$ cat src/rtl/sfm_pkg.sv
package sfm_pkg;
   localparam logic [6:0] OFS_RESET = 7'h40;
   localparam logic [6:0] OFS_CTRL  = 7'h60;
   localparam logic [6:0] OFS_STAT  = 7'h64;
   localparam logic [6:0] OFS_TXD   = 7'h68;
   localparam logic [6:0] OFS_RXD   = 7'h6C;
   localparam logic [6:0] OFS_SEL   = 7'h70;
   localparam logic [31:0] RESET_KEY = 32'h0000_000A;
   localparam int CTRL_W = 10;

   // packed from bit9 down to bit0; positions are decoded by software
   typedef struct packed {
      logic lsb_first;
      logic tx_hold;
      logic manual_sel;
      logic rx_flush;
      logic tx_flush;
      logic cpha;
      logic cpol;
      logic master;
      logic enable;
      logic loopback;
   } ctrl_t;
endpackage

$ cat src/rtl/sfm_fifo.sv
module sfm_fifo #(
   parameter int W     = 8,
   parameter int DEPTH = 4
) (
   input  logic         clk,
   input  logic         rst,
   input  logic         clr,
   input  logic         push,
   input  logic [W-1:0] wdata,
   input  logic         pop,
   output logic [W-1:0] rdata,
   output logic         empty,
   output logic         full
);
   localparam int AW = (DEPTH > 2) ? $clog2(DEPTH) : 1;
   localparam int CW = $clog2(DEPTH + 1);
   localparam bit POW2 = ((DEPTH & (DEPTH - 1)) == 0);

   if (DEPTH < 2) begin : g_bad_depth
      $error("sfm_fifo: DEPTH must be at least 2");
   end

   logic [W-1:0]  mem [DEPTH];
   logic [AW-1:0] wr_ptr, rd_ptr, wr_nxt, rd_nxt;
   logic [CW-1:0] count;
   logic          do_push, do_pop;

   assign do_push = push && !full;
   assign do_pop  = pop && !empty;
   assign empty   = (count == '0);
   assign full    = (count == CW'(DEPTH));
   assign rdata   = mem[rd_ptr];

   if (POW2) begin : g_wrap_free
      assign wr_nxt = wr_ptr + 1'b1;
      assign rd_nxt = rd_ptr + 1'b1;
   end else begin : g_wrap_cmp
      assign wr_nxt = (wr_ptr == AW'(DEPTH - 1)) ? '0 : wr_ptr + 1'b1;
      assign rd_nxt = (rd_ptr == AW'(DEPTH - 1)) ? '0 : rd_ptr + 1'b1;
   end

   always_ff @(posedge clk) begin
      if (do_push) mem[wr_ptr] <= wdata;
   end

   always_ff @(posedge clk) begin
      if (rst || clr) begin
         wr_ptr <= '0;
         rd_ptr <= '0;
         count  <= '0;
      end else begin
         if (do_push) wr_ptr <= wr_nxt;
         if (do_pop)  rd_ptr <= rd_nxt;
         count <= count + CW'(do_push) - CW'(do_pop);
      end
   end

   // a push into a full queue leaves its occupancy unchanged
   a_r2_no_overflow: assert property (@(posedge clk) disable iff (rst)
      (full && push && !pop && !clr) |=> (full && $stable(count)));

   // popping an empty queue keeps it empty
   a_r8_no_underflow: assert property (@(posedge clk) disable iff (rst)
      (empty && pop && !push && !clr) |=> empty);
endmodule

$ cat src/rtl/sfm_engine.sv
module sfm_engine #(
   parameter int W       = 8,
   parameter int CLK_DIV = 2
) (
   input  logic         clk,
   input  logic         rst,
   input  logic         en_i,
   input  logic         cpol_i,
   input  logic         cpha_i,
   input  logic         lsb_i,
   input  logic         loop_i,
   input  logic         start_i,
   input  logic [W-1:0] tx_word_i,
   input  logic         miso_i,
   output logic         busy_o,
   output logic         done_o,
   output logic [W-1:0] rx_word_o,
   output logic         sck_o,
   output logic         mosi_o
);
   localparam int IW    = $clog2(W);
   localparam int EW    = $clog2(2 * W);
   localparam int DIV_W = (CLK_DIV > 1) ? $clog2(CLK_DIV) : 1;

   if (W < 2) begin : g_bad_width
      $error("sfm_engine: W must be at least 2");
   end
   if (CLK_DIV < 1) begin : g_bad_div
      $error("sfm_engine: CLK_DIV must be at least 1");
   end

   logic             busy, lvl, mosi_q, done_q;
   logic [DIV_W-1:0] div_cnt;
   logic [EW-1:0]    edge_cnt;
   logic [W-1:0]     tx_q, rx_q;
   logic             tick, leading, sample_edge, last_edge, rx_bit;
   logic [IW-1:0]    bidx;

   function automatic logic [IW-1:0] pos(input logic [IW-1:0] i, input logic lsb);
      return lsb ? i : IW'(W - 1) - i;
   endfunction

   always_comb begin
      tick        = (div_cnt == DIV_W'(CLK_DIV - 1));
      leading     = ~edge_cnt[0];
      sample_edge = leading ^ cpha_i;
      last_edge   = (edge_cnt == EW'(2 * W - 1));
      bidx        = IW'(edge_cnt >> 1);
      rx_bit      = loop_i ? mosi_q : miso_i;
   end

   always_ff @(posedge clk) begin
      if (rst) begin
         busy     <= 1'b0;
         lvl      <= 1'b0;
         mosi_q   <= 1'b0;
         done_q   <= 1'b0;
         div_cnt  <= '0;
         edge_cnt <= '0;
         tx_q     <= '0;
         rx_q     <= '0;
      end else begin
         done_q <= 1'b0;
         if (!en_i) begin
            busy <= 1'b0;
            lvl  <= 1'b0;
         end else if (!busy) begin
            if (start_i) begin
               busy     <= 1'b1;
               lvl      <= 1'b0;
               div_cnt  <= '0;
               edge_cnt <= '0;
               tx_q     <= tx_word_i;
               rx_q     <= '0;
               if (!cpha_i) mosi_q <= tx_word_i[pos('0, lsb_i)];
            end
         end else if (tick) begin
            div_cnt  <= '0;
            lvl      <= ~lvl;
            edge_cnt <= edge_cnt + 1'b1;
            if (sample_edge) begin
               rx_q[pos(bidx, lsb_i)] <= rx_bit;
            end else if (cpha_i) begin
               mosi_q <= tx_q[pos(bidx, lsb_i)];
            end else if (!last_edge) begin
               mosi_q <= tx_q[pos(bidx + 1'b1, lsb_i)];
            end
            if (last_edge) begin
               busy   <= 1'b0;
               done_q <= 1'b1;
            end
         end else begin
            div_cnt <= div_cnt + 1'b1;
         end
      end
   end

   assign busy_o    = busy;
   assign done_o    = done_q;
   assign rx_word_o = rx_q;
   assign sck_o     = cpol_i ^ lvl;
   assign mosi_o    = mosi_q;

   // an idle engine holds the clock at the idle level
   a_r4_idle_level: assert property (@(posedge clk) disable iff (rst)
      !busy |-> (sck_o == cpol_i));

   // the clock only toggles after a full divider count
   a_r12_edge_pace: assert property (@(posedge clk) disable iff (rst)
      (busy && $past(busy) && (lvl != $past(lvl))) |-> ($past(div_cnt) == DIV_W'(CLK_DIV - 1)));

   // completion is a single-cycle event
   a_r8_done_pulse: assert property (@(posedge clk) disable iff (rst)
      done_o |=> !done_o);
endmodule

$ cat src/rtl/spi_fifo_master.sv
module spi_fifo_master
   import sfm_pkg::*;
#(
   parameter int DATA_W     = 8,
   parameter int FIFO_DEPTH = 4,
   parameter int NUM_SS     = 4,
   parameter int CLK_DIV    = 2
) (
   input  logic              clk,
   input  logic              rst,
   input  logic [6:0]        bus_addr,
   input  logic              bus_wr,
   input  logic              bus_rd,
   input  logic [31:0]       bus_wdata,
   output logic [31:0]       bus_rdata,
   output logic              sck_o,
   output logic              mosi_o,
   input  logic              miso_i,
   output logic [NUM_SS-1:0] ss_n_o,
   output logic              rx_overrun_o
);
   if (NUM_SS < 1 || NUM_SS > 32) begin : g_bad_ss
      $error("spi_fifo_master: NUM_SS must be 1..32");
   end
   if (DATA_W < 2 || DATA_W > 32) begin : g_bad_w
      $error("spi_fifo_master: DATA_W must be 2..32");
   end

   ctrl_t             ctrl_q, ctrl_wr;
   logic [NUM_SS-1:0] sel_q;
   logic              key_hit, core_rst, ctrl_wr_en;
   logic              tx_push, tx_flush, rx_pop, rx_flush;
   logic              tx_empty, tx_full, rx_empty, rx_full;
   logic [DATA_W-1:0] tx_head, rx_head, rx_word;
   logic              busy, done, start;

   assign key_hit    = bus_wr && (bus_addr == OFS_RESET) && (bus_wdata == RESET_KEY);
   assign core_rst   = rst || key_hit;
   assign ctrl_wr_en = bus_wr && (bus_addr == OFS_CTRL);
   assign tx_push    = bus_wr && (bus_addr == OFS_TXD);
   assign rx_pop     = bus_rd && (bus_addr == OFS_RXD);
   assign tx_flush   = ctrl_wr_en && bus_wdata[5];
   assign rx_flush   = ctrl_wr_en && bus_wdata[6];

   always_comb begin
      ctrl_wr          = ctrl_t'(bus_wdata[CTRL_W-1:0]);
      ctrl_wr.tx_flush = 1'b0;
      ctrl_wr.rx_flush = 1'b0;
   end

   always_ff @(posedge clk) begin
      if (core_rst) begin
         ctrl_q <= '0;
         sel_q  <= '1;
      end else begin
         if (ctrl_wr_en) ctrl_q <= ctrl_wr;
         if (bus_wr && (bus_addr == OFS_SEL)) sel_q <= bus_wdata[NUM_SS-1:0];
      end
   end

   assign start = ctrl_q.enable && ctrl_q.master && !ctrl_q.tx_hold && !tx_empty && !busy;

   sfm_fifo #(.W(DATA_W), .DEPTH(FIFO_DEPTH)) tx_fifo_i (
      .clk(clk), .rst(core_rst), .clr(tx_flush),
      .push(tx_push), .wdata(bus_wdata[DATA_W-1:0]),
      .pop(start), .rdata(tx_head), .empty(tx_empty), .full(tx_full)
   );

   sfm_fifo #(.W(DATA_W), .DEPTH(FIFO_DEPTH)) rx_fifo_i (
      .clk(clk), .rst(core_rst), .clr(rx_flush),
      .push(done), .wdata(rx_word),
      .pop(rx_pop), .rdata(rx_head), .empty(rx_empty), .full(rx_full)
   );

   sfm_engine #(.W(DATA_W), .CLK_DIV(CLK_DIV)) engine_i (
      .clk(clk), .rst(core_rst),
      .en_i(ctrl_q.enable), .cpol_i(ctrl_q.cpol), .cpha_i(ctrl_q.cpha),
      .lsb_i(ctrl_q.lsb_first), .loop_i(ctrl_q.loopback),
      .start_i(start), .tx_word_i(tx_head), .miso_i(miso_i),
      .busy_o(busy), .done_o(done), .rx_word_o(rx_word),
      .sck_o(sck_o), .mosi_o(mosi_o)
   );

   assign rx_overrun_o = done && rx_full;
   assign ss_n_o       = (ctrl_q.manual_sel || busy) ? sel_q : '1;

   always_comb begin
      unique case (bus_addr)
         OFS_CTRL: bus_rdata = {{(32 - CTRL_W){1'b0}}, ctrl_q};
         OFS_STAT: bus_rdata = {27'd0, 1'b0, tx_full, tx_empty, rx_full, rx_empty};
         OFS_RXD:  bus_rdata = 32'(rx_head);
         OFS_SEL:  bus_rdata = 32'(sel_q);
         default:  bus_rdata = '0;
      endcase
   end

   // with the hold bit set the engine does not leave idle
   a_r3_hold_blocks: assert property (@(posedge clk) disable iff (rst)
      (ctrl_q.tx_hold && !busy) |=> !busy);

   // a transmit flush empties the queue on the next cycle
   a_r9_tx_flush: assert property (@(posedge clk) disable iff (rst)
      (ctrl_wr_en && bus_wdata[5]) |=> tx_empty);

   // the key write restores the default register state
   a_r11_key_reset: assert property (@(posedge clk) disable iff (rst)
      key_hit |=> (ctrl_q == '0 && sel_q == '1 && tx_empty && rx_empty && !busy));
endmodule

$ cat config.mk
export PLATFORM = sky130hd
export DESIGN_NAME = spi_fifo_master
export DESIGN_NICKNAME = d
export VERILOG_FILES = /design/src/rtl/sfm_pkg.sv /design/src/rtl/sfm_fifo.sv /design/src/rtl/sfm_engine.sv /design/src/rtl/spi_fifo_master.sv
export SDC_FILE = /design/constraint.sdc
export NUM_CORES = 1
export LEC_CHECK = 0
export ABC_AREA = 0
export BUFFER_PORTS_ARGS = -buffer_cell sky130_fd_sc_hd__buf_2
export CAP_MARGIN = 10
export CELL_PAD_IN_SITES_DETAIL_PLACEMENT = 2
export CELL_PAD_IN_SITES_GLOBAL_PLACEMENT = 2
export CORE_AREA = 2 2 134 136
export DETAILED_ROUTE_END_ITERATION = 6
export DIE_AREA = 0 0 136 138
export GPL_ROUTABILITY_DRIVEN = 0
export PLACE_DENSITY = 0.81
export SLEW_MARGIN = 20
export SYNTH_ARGS = -nofsm -noshare
export SYNTH_HDL_FRONTEND = slang
export SYNTH_SLANG_ARGS = --single-unit
$ cat constraint.sdc
create_clock -name clk -period 2.5 [get_ports clk]
set_input_delay 0.375 -clock clk [delete_from_list [all_inputs] [get_ports clk]]
set_output_delay 0.375 -clock clk [all_outputs]
set_load 0.1 [all_outputs]
==> results.py <==
metrics = {
    "detailed_routing": {
        "firstDrtPassIters": 4,
        "vias": 4339,
        "wire_per_inst_um": 23.5,
        "drc_errors": 0,
        "vias_per_cell": 5.37,
        "wl_um": 19000,
        "ant_nets": 0,
        "dr.first_iter.drc_count": 237,
    },
    "logic_synthesis": {
        "synth_compound_area_share_pct": 8.84,
        "yosysMostFrequentCell": "edfxtp_1",
        "yosysTopAreaCell": "edfxtp_1",
        "yosysWarnings": 0,
        "synth_top_area_share_pct": 33.4,
        "synth_top_family_by_area": "simple AND/OR/NAND/NOR gates",
        "synth_cell_types": 62,
        "ys.flop_type": "edfxtp_1",
        "synth_xor_area_share_pct": 2.53,
        "synth_area_per_cell_um2": 11.7,
        "synth.area.top_cells": "edfxtp_1, dfxtp_1, mux4_2",
        "synth-edff-count": 64,
        "async_flop_share_pct": 0,
        "synthMuxAreaShare_pct": 11.8,
        "synth-simple-area-share_pct": 14.0,
        "synth-seq-cells": 119,
        "postSynthCellCount": 490,
        "synth_commonest_cells": "edfxtp_1, dfxtp_1, nor2_1",
        "synth_fa_ha_area_share_pct": 3.74,
        "ys_seq_area_share_pct": 52.6,
        "synth_area_um2": 5750,
    },
    "floorplanning": {
        "num_rows": 49,
        "die_h_um": 138,
        "die_w_um": 136,
        "core-area_um2": 17500,
        "floorplan.initialDensity_pct": 32.8,
        "io_pins": 83,
        "die-area_um2": 18800,
    },
    "sta": {
        "max_freq_ghz": 0.418,
        "setup_viol": 0,
        "slew_headroom_pct": 48.8,
        "finalClockSkew_ps": 11.0,
        "tightestPinTransition_ps": 757,
        "finalCritPeriodShare_pct": 95.6,
        "period_minus_slack_ps": 2390,
        "fin_tns_setup_ps": 0,
        "drv_slew": 0,
        "hold_viol_final": 0,
        "rsz0062_at_grt": "no",
    },
    "critical_path": {
        "worstSetupEndpointType": "flip-flop",
        "required_ps": 2800,
        "slowest_stage": "fa_1",
        "startpoint_type": "flip-flop",
        "crit_chain": "nand3b_1, nor3_4, ha_1, inv_1, ha_1, inv_1, fa_1, xor2_1, xnor2_1, nor2_1",
        "max_stage_delay_ps": 410,
        "r2r-end": "tx_fifo_i.count[2]",
        "reg2reg_depth": 10,
        "worstReg2RegStart": "ctrl_q[8]",
        "crit_fanout": 3,
        "crit_arrival_ps": 2690,
        "r2r_slack_ps": 110,
        "crit_type": "reg2reg",
    },
    "job": {
        "cap_violations": 0,
    },
    "grt": {
        "grt_max_degree": 20,
        "overflow": 0,
        "grt_pass1_wl_um": 29200,
        "grt.total_usage_pct": 21.1,
        "antenna_found_initial": 0,
        "grt_pass1_vias": 4882,
    },
    "cts": {
        "clock_latency_ps": 430,
        "cts_buffer_depth": 2,
        "htree_levels": 4,
        "cts_buffers": 17,
        "cts_setup_buffers": 0,
        "cts_root_buf": "clkbuf_16",
        "clkTransAtPathRegs_ps": 50,
        "clkSinkCount": 119,
        "cts_tree": "yes",
    },
    "cells_and_area": {
        "final_cell_area_um2": 7100,
        "diodes": 0,
        "layout.nets": 626,
        "drive_above_1_share_pct": 27.3,
        "syn_to_final_growth_pct": 23.5,
    },
    "place": {
        "place_area_um2": 6460,
        "port_buffers": 60,
        "hpwl_um": 12500,
    },
    "worst_hold_path": {
        "min_to": "tx_fifo_i.mem[3][5]",
        "hold_class": "in2reg",
        "hold_depth": 1,
        "hold_start": "bus_wdata[5]",
    },
    "status": {
        "outcome": "finished, final reports clean",
    },
    "power_and_ir_drop": {
        "ir_worst_vdd_mv": 0.350,
        "power_density_nw_per_um2": 694,
        "p_leak_nw": 2.52,
    },
}
## metrics by stage
stage | hold slack [ps] | util, % | total power [W] | setup slack, ps | std cells
floorplan | 439 | - | 0.00230 | 27.3 | 511
global route | 225 | 40.5 | 0.00505 | 16.5 | 808
CTS | 217 | 40.4 | 0.00495 | 60.4 | 808
detailed placement | 506 | 36.8 | 0.00236 | -81.8 | 776
global placement | 468 | 36.8 | 0.00235 | -14.9 | 776
finish | 235 | 40.5 | 0.00492 | 109 | 808
## report_power, final
part / switching, W / internal (W) / leakage [nW]
registers: 0.00000102 / 0.00205 / 1.03
logic: 0.000219 / 0.0000496 / 1.20
clock network: 0.000926 / 0.00168 / 0.293
## cell usage in the layout (no fill, tap or decap), types with 3 or more instances in the layout
master      count
clkinvlp_4      4
nor2b_1         3
nor3_1          7
nand2b_1       13
a22oi_1         5
xnor2_1         6
ha_1           14
clkbuf_16      17
o21ai_2         4
mux2i_1        21
or2_2           4
buf_2          50
buf_12         10
nand4_1         4
nand2_1        21
or3_1           3
o22ai_1         9
or2_1           3
bufinv_16       4
dfxtp_1        51
buf_4          22
o21bai_1        4
o21ai_0        11
and2_1         11
edfxtp_1       64
clkinv_2        3
nor4_1          7
nand3_1        13
mux4_2         18
nor2_1         48
inv_1          18
a21oi_1        26
conb_1         22
dfxtp_2         3
xor2_1          7
## cell families (layout without fill, tap and decap cells)
| kind of cell | count (synthesis) | in the layout |
|---|---|---|
| compound gates | 78 | 78 |
| xor+xnor | 15 | 15 |
| fa+ha+maj | 16 | 16 |
| buf+inv | 65 | 133 |
| flops | 119 | 119 |
| mux | 42 | 42 |
| other cells | 1 | 22 |
| simple gates | 154 | 154 |
## sequential cells by signal, summed over array words and instances, names as in the netlist, named ones only
signal	flops
ctrl_q	8
engine_i.busy_o	1
engine_i.div_cnt	1
engine_i.done_o	1
engine_i.edge_cnt	4
engine_i.lvl	1
engine_i.mosi_o	1
engine_i.rx_word_o	8
engine_i.tx_q	8
rx_fifo_i.count	3
rx_fifo_i.mem	32
rx_fifo_i.rd_ptr	2
rx_fifo_i.wr_ptr	2
sel_q	4
tx_fifo_i.count	3
tx_fifo_i.mem	32
tx_fifo_i.rd_ptr	2
tx_fifo_i.wr_ptr	2
## layer usage
layer	up-vias	global-route usage (%)	part of all wire [%]
li1	1906	-	-
met1	2237	24.4	39
met2	154	35.8	52
met4	0	11.7	3.8
met5	-	0	0
met3	42	5.06	5.1
## how the worst max path moves through the flow
| stage | from | cells after the start | slack [ps] | to |
|---|---|---|---|---|
| 3_5_place_dp | bus_wdata[0] | 6 | -80 | ctrl_q[2] |
| 4_1_cts | tx_fifo_i.count[1] | 11 | 60 | tx_fifo_i.count[2] |
| 5_1_grt | ctrl_q[8] | 10 | 20 | tx_fifo_i.count[2] |
| 6_report | ctrl_q[8] | 10 | 110 | tx_fifo_i.count[2] |
| 3_3_place_gp | bus_wdata[0] | 6 | -10 | engine_i.edge_cnt[3] |
| 2_1_floorplan | tx_fifo_i.count[1] | 11 | 30 | tx_fifo_i.count[2] |
## critical path, delay by kind of cell (launching register included)
kind,cells,cell delay [ps]
buffers and inverters,2,140
xor gates and xnor gates,2,330
DFF,1,360
adders and majority gates,3,840
and+or+nand+nor,3,610
## repair_timing
action	4_1_cts	5_1_grt
hold buffers	0	0
pin swaps	0	1
endpoints found under the hold margin	0	0
cloned	0	0
gates resized for setup	1	6
setup endpoints to repair	7	3
## area by class of cell
type,instances,area [um^2]
multi-input cells,327,2470
clock inverters,14,181
flip-flops and latches,119,3030
clock buffers,18,439
repair buffers,82,616
well taps,229,287
fillers,1810,10400
inverters,19,71.3
Note: power is estimated with default switching activity, not from simulation.
